### config.mk
export PLATFORM = sky130hd
export DESIGN_NAME = mc_reset_seq
export DESIGN_NICKNAME = d
export VERILOG_FILES = /design/src/rtl/mc_rst_pkg.sv /design/src/rtl/mc_rst_softctl.sv /design/src/rtl/mc_rst_regs.sv /design/src/rtl/mc_rst_fsm.sv /design/src/rtl/mc_reset_seq.sv
export SDC_FILE = /design/constraint.sdc
export NUM_CORES = 1
export LEC_CHECK = 0
export ABC_AREA = 1
export BUFFER_PORTS_ARGS = -buffer_cell sky130_fd_sc_hd__buf_4
export CAP_MARGIN = 40
export CELL_PAD_IN_SITES_DETAIL_PLACEMENT = 1
export CELL_PAD_IN_SITES_GLOBAL_PLACEMENT = 2
export CORE_AREA = 2 2 54 56
export CTS_BUF_LIST = sky130_fd_sc_hd__clkbuf_16
export DETAILED_ROUTE_END_ITERATION = 10
export DIE_AREA = 0 0 56 58
export GPL_ROUTABILITY_DRIVEN = 0
export HOLD_SLACK_MARGIN = 0.1
export PLACE_DENSITY = 0.87
export SLEW_MARGIN = 10
export SYNTH_ARGS = -nofsm -noshare
export SYNTH_HDL_FRONTEND = slang
export SYNTH_SLANG_ARGS = --single-unit
### constraint.sdc
create_clock -name clk -period 1.95 [get_ports clk]
set_input_delay 0.2925 -clock clk [delete_from_list [all_inputs] [get_ports clk]]
set_output_delay 0.2925 -clock clk [all_outputs]
set_load 0.01 [all_outputs]
### src/rtl/mc_rst_pkg.sv
package mc_rst_pkg;

    localparam int ADDR_W = 2;
    localparam int DATA_W = 8;
    localparam int PWD_W  = 2;

    typedef enum logic [1:0] {
        ST_IDLE    = 2'd0,
        ST_SR_HELD = 2'd1,
        ST_NORMAL  = 2'd2
    } mc_state_e;

    localparam logic [ADDR_W-1:0] ADDR_REV  = 2'd0;
    localparam logic [ADDR_W-1:0] ADDR_CTRL = 2'd1;
    localparam logic [ADDR_W-1:0] ADDR_STAT = 2'd2;
    localparam logic [ADDR_W-1:0] ADDR_PWR  = 2'd3;

    localparam int CTRL_SOFT_BIT = 1;
    localparam int CTRL_SRW_BIT  = 4;
    localparam int STAT_DONE_BIT = 0;
    localparam int PWR_REL_BIT   = 0;
    localparam int PWR_PWD_LSB   = 2;

    typedef struct packed {
        logic             sr_on_warm;
        logic             cke_released;
        logic [PWD_W-1:0] pwd;
    } mc_cfg_t;

    function automatic mc_cfg_t cfg_default();
        mc_cfg_t c;
        c.sr_on_warm   = 1'b0;
        c.cke_released = 1'b0;
        c.pwd          = '0;
        return c;
    endfunction

    function automatic logic soft_req_hit(input logic wr, input logic [ADDR_W-1:0] a,
                                          input logic [DATA_W-1:0] d);
        return wr && (a == ADDR_CTRL) && d[CTRL_SOFT_BIT];
    endfunction

endpackage

### src/rtl/mc_rst_softctl.sv
module mc_rst_softctl
    import mc_rst_pkg::*;
#(
    parameter int SOFT_CYCLES = 4
) (
    input  logic clk,
    input  logic cold_rst,
    input  logic soft_start,
    output logic soft_busy,
    output logic done
);
    localparam int CNT_W = $clog2(SOFT_CYCLES + 1);
    localparam logic [CNT_W-1:0] LAST = CNT_W'(SOFT_CYCLES - 1);

    logic [CNT_W-1:0] cnt;

    always_ff @(posedge clk) begin
        if (cold_rst) begin
            soft_busy <= 1'b0;
            done      <= 1'b1;
            cnt       <= '0;
        end else if (soft_start) begin
            soft_busy <= 1'b1;
            done      <= 1'b0;
            cnt       <= '0;
        end else if (soft_busy) begin
            if (cnt == LAST) begin
                soft_busy <= 1'b0;
                done      <= 1'b1;
                cnt       <= '0;
            end else begin
                cnt <= cnt + 1'b1;
            end
        end
    end
endmodule

### src/rtl/mc_rst_regs.sv
module mc_rst_regs
    import mc_rst_pkg::*;
#(
    parameter logic [DATA_W-1:0] REV_ID = 8'h3A
) (
    input  logic              clk,
    input  logic              cold_rst,
    input  logic              soft_busy,
    input  logic              done,
    input  logic              wr_en,
    input  logic [ADDR_W-1:0] addr,
    input  logic [DATA_W-1:0] wdata,
    output logic [DATA_W-1:0] rdata,
    output logic              soft_start,
    output mc_cfg_t           cfg
);
    always_comb soft_start = soft_req_hit(wr_en, addr, wdata) && !soft_busy;

    always_ff @(posedge clk) begin
        if (cold_rst) begin
            cfg <= cfg_default();
        end else if (soft_start || soft_busy) begin
            cfg.sr_on_warm <= 1'b0;
            cfg.pwd        <= '0;
        end else if (wr_en) begin
            case (addr)
                ADDR_CTRL: cfg.sr_on_warm <= wdata[CTRL_SRW_BIT];
                ADDR_PWR: begin
                    if (wdata[PWR_REL_BIT]) cfg.cke_released <= 1'b1;
                    if (cfg.cke_released)
                        cfg.pwd <= wdata[PWR_PWD_LSB +: PWD_W];
                end
                default: ;
            endcase
        end
    end

    always_comb begin
        rdata = '0;
        case (addr)
            ADDR_REV:  rdata = REV_ID;
            ADDR_CTRL: begin
                rdata[CTRL_SOFT_BIT] = soft_busy;
                rdata[CTRL_SRW_BIT]  = cfg.sr_on_warm;
            end
            ADDR_STAT: rdata[STAT_DONE_BIT] = done;
            ADDR_PWR: begin
                rdata[PWR_REL_BIT]              = cfg.cke_released;
                rdata[PWR_PWD_LSB +: PWD_W]     = cfg.pwd;
            end
            default: rdata = '0;
        endcase
    end
endmodule

### src/rtl/mc_rst_fsm.sv
module mc_rst_fsm
    import mc_rst_pkg::*;
(
    input  logic      clk,
    input  logic      cold_rst,
    input  logic      warm_rst,
    input  logic      soft_start,
    input  logic      soft_busy,
    input  logic      sr_on_warm,
    input  logic      cke_force,
    input  logic      exit_cmd,
    output mc_state_e state
);
    mc_state_e nxt;

    always_comb begin
        nxt = state;
        if (soft_start || soft_busy) begin
            nxt = ST_IDLE;
        end else if (warm_rst) begin
            nxt = sr_on_warm ? ST_SR_HELD : ST_IDLE;
        end else begin
            case (state)
                ST_IDLE:    if (!cke_force) nxt = ST_NORMAL;
                ST_SR_HELD: if (exit_cmd)   nxt = ST_NORMAL;
                ST_NORMAL:  nxt = ST_NORMAL;
                default:    nxt = ST_IDLE;
            endcase
        end
    end

    always_ff @(posedge clk) begin
        if (cold_rst) state <= ST_IDLE;
        else          state <= nxt;
    end
endmodule

### src/rtl/mc_reset_seq.sv
module mc_reset_seq
    import mc_rst_pkg::*;
#(
    parameter logic [7:0] REV_ID      = 8'h3A,
    parameter int         SOFT_CYCLES = 4
) (
    input  logic       clk,
    input  logic       cold_rst,
    input  logic       warm_rst,
    input  logic       cfg_wr_en,
    input  logic [1:0] cfg_addr,
    input  logic [7:0] cfg_wdata,
    output logic [7:0] cfg_rdata,
    input  logic       sr_exit_cmd,
    output logic [1:0] ctrl_state,
    output logic       ctrl_rst,
    output logic       reset_done,
    output logic       cke_force,
    output logic [1:0] pwd_mode
);
    logic      soft_start;
    logic      soft_busy;
    logic      done;
    mc_cfg_t   cfg;
    mc_state_e state;

    mc_rst_softctl #(.SOFT_CYCLES(SOFT_CYCLES)) u_soft (
        .clk        (clk),
        .cold_rst   (cold_rst),
        .soft_start (soft_start),
        .soft_busy  (soft_busy),
        .done       (done)
    );

    mc_rst_regs #(.REV_ID(REV_ID)) u_regs (
        .clk        (clk),
        .cold_rst   (cold_rst),
        .soft_busy  (soft_busy),
        .done       (done),
        .wr_en      (cfg_wr_en),
        .addr       (cfg_addr),
        .wdata      (cfg_wdata),
        .rdata      (cfg_rdata),
        .soft_start (soft_start),
        .cfg        (cfg)
    );

    mc_rst_fsm u_fsm (
        .clk        (clk),
        .cold_rst   (cold_rst),
        .warm_rst   (warm_rst),
        .soft_start (soft_start),
        .soft_busy  (soft_busy),
        .sr_on_warm (cfg.sr_on_warm),
        .cke_force  (cke_force),
        .exit_cmd   (sr_exit_cmd),
        .state      (state)
    );

    assign ctrl_state = state;
    assign ctrl_rst   = soft_busy;
    assign reset_done = done;
    assign cke_force  = !cfg.cke_released;
    assign pwd_mode   = cfg.pwd;
endmodule

# ---- Word-level counts from Yosys, hierarchy flattened
# Cells that the tools add are included.
# Widths: inputs -> output; s select.
dict set report totals {
  regBits 11
  out_inout_bits 15
  wordCells 51
  inputBits 15
}
dict set report classes {
  n_bitwise 1
  n_mux 17
  n_eq_ne 8
  n_reduce_logical 17
  addsub 1
}
# cell count
set ops {}
lappend ops {{$mux 1} 8}
lappend ops {{$eq 2x2->1 const B} 3}
lappend ops {{$mux 2} 3}
lappend ops {{$ne 3x3->1 const B} 2}
lappend ops {{$pmux 1 s2} 3}
lappend ops {{$pmux 2 s3} 1}
lappend ops {{$reduce_and 2->1} 3}
lappend ops {{$eq 2x1->1 const B} 2}
lappend ops {{$logic_not 2->1} 2}
lappend ops {{$pmux 2 s2} 1}
lappend ops {{$reduce_and 4->1} 1}
lappend ops {{$reduce_bool 2->1} 2}
lappend ops {{$reduce_or 2->1} 2}
lappend ops {{$add 3x1->3 const B} 1}
lappend ops {{$eq 3x2->1 const B} 1}
lappend ops {{$logic_and 1x1->1} 3}
lappend ops {{$mux 3} 1}
lappend ops {{$reduce_and 3->1} 1}
lappend ops {{$logic_not 1->1} 2}
lappend ops {{$logic_or 1x1->1} 1}
lappend ops {{$not 1->1} 1}

# ---- Longest topological paths before layout
dict set report logic_depth {
  ltp_word 7
  mapped_depth 5
  ltp_nobuf 5
}

# ---- Hierarchy
# A second synthesis with hierarchy kept.
dict set report unflattened {
  hier_cells 93
  hier_area_um2 634.4
}
# mod n_inst area_each_um2 cells_each seq_area_each_um2
set modules_own_cells {}
lappend modules_own_cells {mc_rst_regs 1 297.8 42 80.1}
lappend modules_own_cells {mc_rst_softctl 1 203.9 28 100.1}
lappend modules_own_cells {mc_rst_fsm 1 128.9 22 40.0}
lappend modules_own_cells {mc_reset_seq 1 3.8 1 0.0}

# ---- Worst setup path after synthesis
# Ideal clock, no wire load.
dict set report synth_timing {
  path_type {input to output}
  startpoint {in cfg_addr[0]}
  endpoint {out cfg_rdata[3]}
  path_buffers 0
  required_time_ps 1657
  slack_ps 792
  path_stages 4
  arrival_ps 866
  path_cell_list {inv_1 -> ha_1 -> inv_1 -> a21oi_1}
}
dict set report synth_via {
  elab_chain_len 2
  elab_cells_between_ends 3
  cone_classes {eq/ne: 1; mux: 1; reduce/logical: 1}
}
# element line
set synth_lines {}
lappend synth_lines {{start: declaration} mc_reset_seq.sv:11} ;# input logic [1:0] cfg_addr,
lappend synth_lines {{$eq 2x2->1 / $logic_not 2->1 (equally long branches)} mc_rst_regs.sv:40} ;# case (addr)
lappend synth_lines {{$pmux 2 s2 *} mc_rst_regs.sv:40}
lappend synth_lines {{end: declaration} mc_reset_seq.sv:13} ;# output logic [7:0] cfg_rdata,
# Every way passes the cells marked *; elsewhere a longest branch is shown, timed or not.

# ---- Final worst setup path
# Same ends and word-level chain as after synthesis.

==> reports/metrics.yaml <==
timing.rr.start: "u_soft.soft_busy"
synth_top_area_frac: 0.356
synth_cells: 88
crit_type: "input pin to output port"
synth.yosys.seq_area_share: 0.356
power_frac_clock: 0.539
yosys_most_used_dff: "dfxtp_1"
period_share: 0.678
fin_ws_ns: 0.628
first_global_vias: 654
synth.area.top_cells: "dfxtp_1, nand2_1, ha_1"
ir_drop_mv: 0.654
hold_slack_ns: 0.319
fmax_mhz: 756
setup_viol: 0
avgSynthCellArea_um2: 7.02
yosysUniqueCellTypes: 16
drv_cap: 0
p_leak_nw: 0.424
fin_cells: 144
yosys_warnings: 0
drt-total-wl_um: 1660
place_inst: 140
synthArstFlopShare: 0
grt_overflow: 0
io_pins: 30
p_total_mw: 0.689
swShare: 0.218
first_iter_violations: 1
row_count: 19
io_buffers: 24
clock_skew_ns: 0.000681
clock-sinks: 11
outcome: "complete, no violations"
period_needed_ns: 1.32
viasPerCell: 4.35
die_area_um2: 3250
cts.path.max_buffers: 2
num_vias: 626
crit_start: "cfg_addr[0]"
clk_latency_ns: 0.24
slew_viol_final: 0
floorplan.initialDensity: 0.232
place_hpwl_um: 1300
comb_power_share: 0.117
n_fill_cell: 343
post_cts_buffers: 0
hold_start: "sr_exit_cmd"
preCtsSetupSlack_ns: 0.615
placed_area_um2: 811
hold_violations: 0
cts_resized: 0
power.internal_mw: 0.539
die_h_um: 58
rsz0062_at_grt: "false"
fin_tns_setup_ns: 0
crit_fanout: 7
cts_tree: "yes"
netlist_top_cells_count: "nand2_1, dfxtp_1, nor2_1"
hold_buffers: 0
numCtsBuffers: 3
seq_power_share: 0.345
drive_gt1_frac: 0.265
root_buffer: "clkbuf_16"
dieWidth_um: 56
antenna_found_initial: 0
route.detailed.drc: 0
cp.required_ns: 1.66
grt_pass1_wl_um: 2800
worst_setup_path_start_kind: "input pin"
hp-class: "input pin to flop"
diodes: 0
ys_ff_latch: 11
utilization: 0.334
clk_pin_slew_ns: 0.04
drtAntennaViolNets: 0
final_nets: 134
p_per_area_nw_per_um2: 775
area.growth.synth_to_final_pct: 43.9
synth_top_area_cell: "dfxtp_1"
crit_arrival_ns: 1.03
track_usage: 0.114
end_kind: "output port"
core-area_um2: 2660
synth_most_common_cell: "nand2_1"
synth_area_um2: 618
htreeDepth: 1
drtPass1Iterations: 3
synth-edff-count: 0
p_sw_mw: 0.150
design_area_um2: 890
grt_max_degree: 8
wl_per_cell_um: 11.5
## power by group through the flow
stage               Sequential (mW)  Combinational, mW  Clock, mW
global placement              0.241             0.0795          0
CTS                           0.238             0.0826      0.377
floorplan                     0.241             0.0392          0
global route                  0.238             0.0915      0.390
detailed placement            0.242             0.0815          0
finish                        0.238             0.0804      0.371
## area by class of cell
cell class	instances	area (µm²)	share of cell area
clock buffer	3	75.1	0.0844
inverter	10	37.5	0.0422
tap	31	38.8	0.0436
multi-input combinational	64	334	0.376
clock inverter	1	3.75	0.00422
timing repair buffer	24	180	0.203
sequential	11	220	0.248
## logic make-up (layout without fill, tap and decap cells)
kind of cell / after synthesis / after routing / synth area share
flops: 11 / 11 / 0.356
buf+inv: 14 / 38 / 0.109
compound gates: 12 / 12 / 0.111
other cells: 1 / 2 / 0.00607
fa+ha+maj: 5 / 5 / 0.101
simple gates: 45 / 45 / 0.316
## critical path, stage by stage
cell	delay [ns]
buf_4	0.09
ha_1	0.28
nand2_1	0.08
a21oi_1	0.14
buf_4	0.14
## final timing paths
path,slack [ns],endpoint,cells past startpoint
worst min-delay path,0.32,u_fsm.state[0],4
worst min register to register,0.46,u_soft.cnt[2],2
worst max-delay path,0.63,cfg_rdata[3],5
worst max register to register,0.94,u_soft.cnt[0],4
## layer usage
metal	vias to the layer above	track usage	routed length [µm]
met1	285	0.115	651
li1	323	-	-
met2	13	0.205	883
met5	-	0	0
met3	5	0.0446	80
met4	0	0.0612	42
## placed cells by master, fill, tap and decap left out
| cell type | Yosys | routed |
|---|---|---|
| nand2_1 | 27 | 27 |
| buf_4 | 4 | 24 |
| dfxtp_1 | 11 | 11 |
| inv_1 | 9 | 10 |
| nor2_1 | 10 | 10 |
| a21oi_1 | 7 | 7 |
| ha_1 | 5 | 5 |
| nand3_1 | 4 | 4 |
| nand4_1 | 3 | 3 |
| clkbuf_16 | 0 | 3 |
| a21boi_0 | 2 | 2 |
| conb_1 | 1 | 2 |
| inv_2 | 1 | 1 |
| nand3_4 | 1 | 1 |
| o21ai_2 | 1 | 1 |
| o21ai_0 | 1 | 1 |
| o21ai_1 | 1 | 1 |
## registers in the layout, indices dropped and copies added, names as in the netlist
signal and cells:
u_soft.done 1, u_regs.cfg 4, u_fsm.state 2, u_soft.cnt 3
u_soft.soft_busy 1
Power figures use the tool's default switching activity.
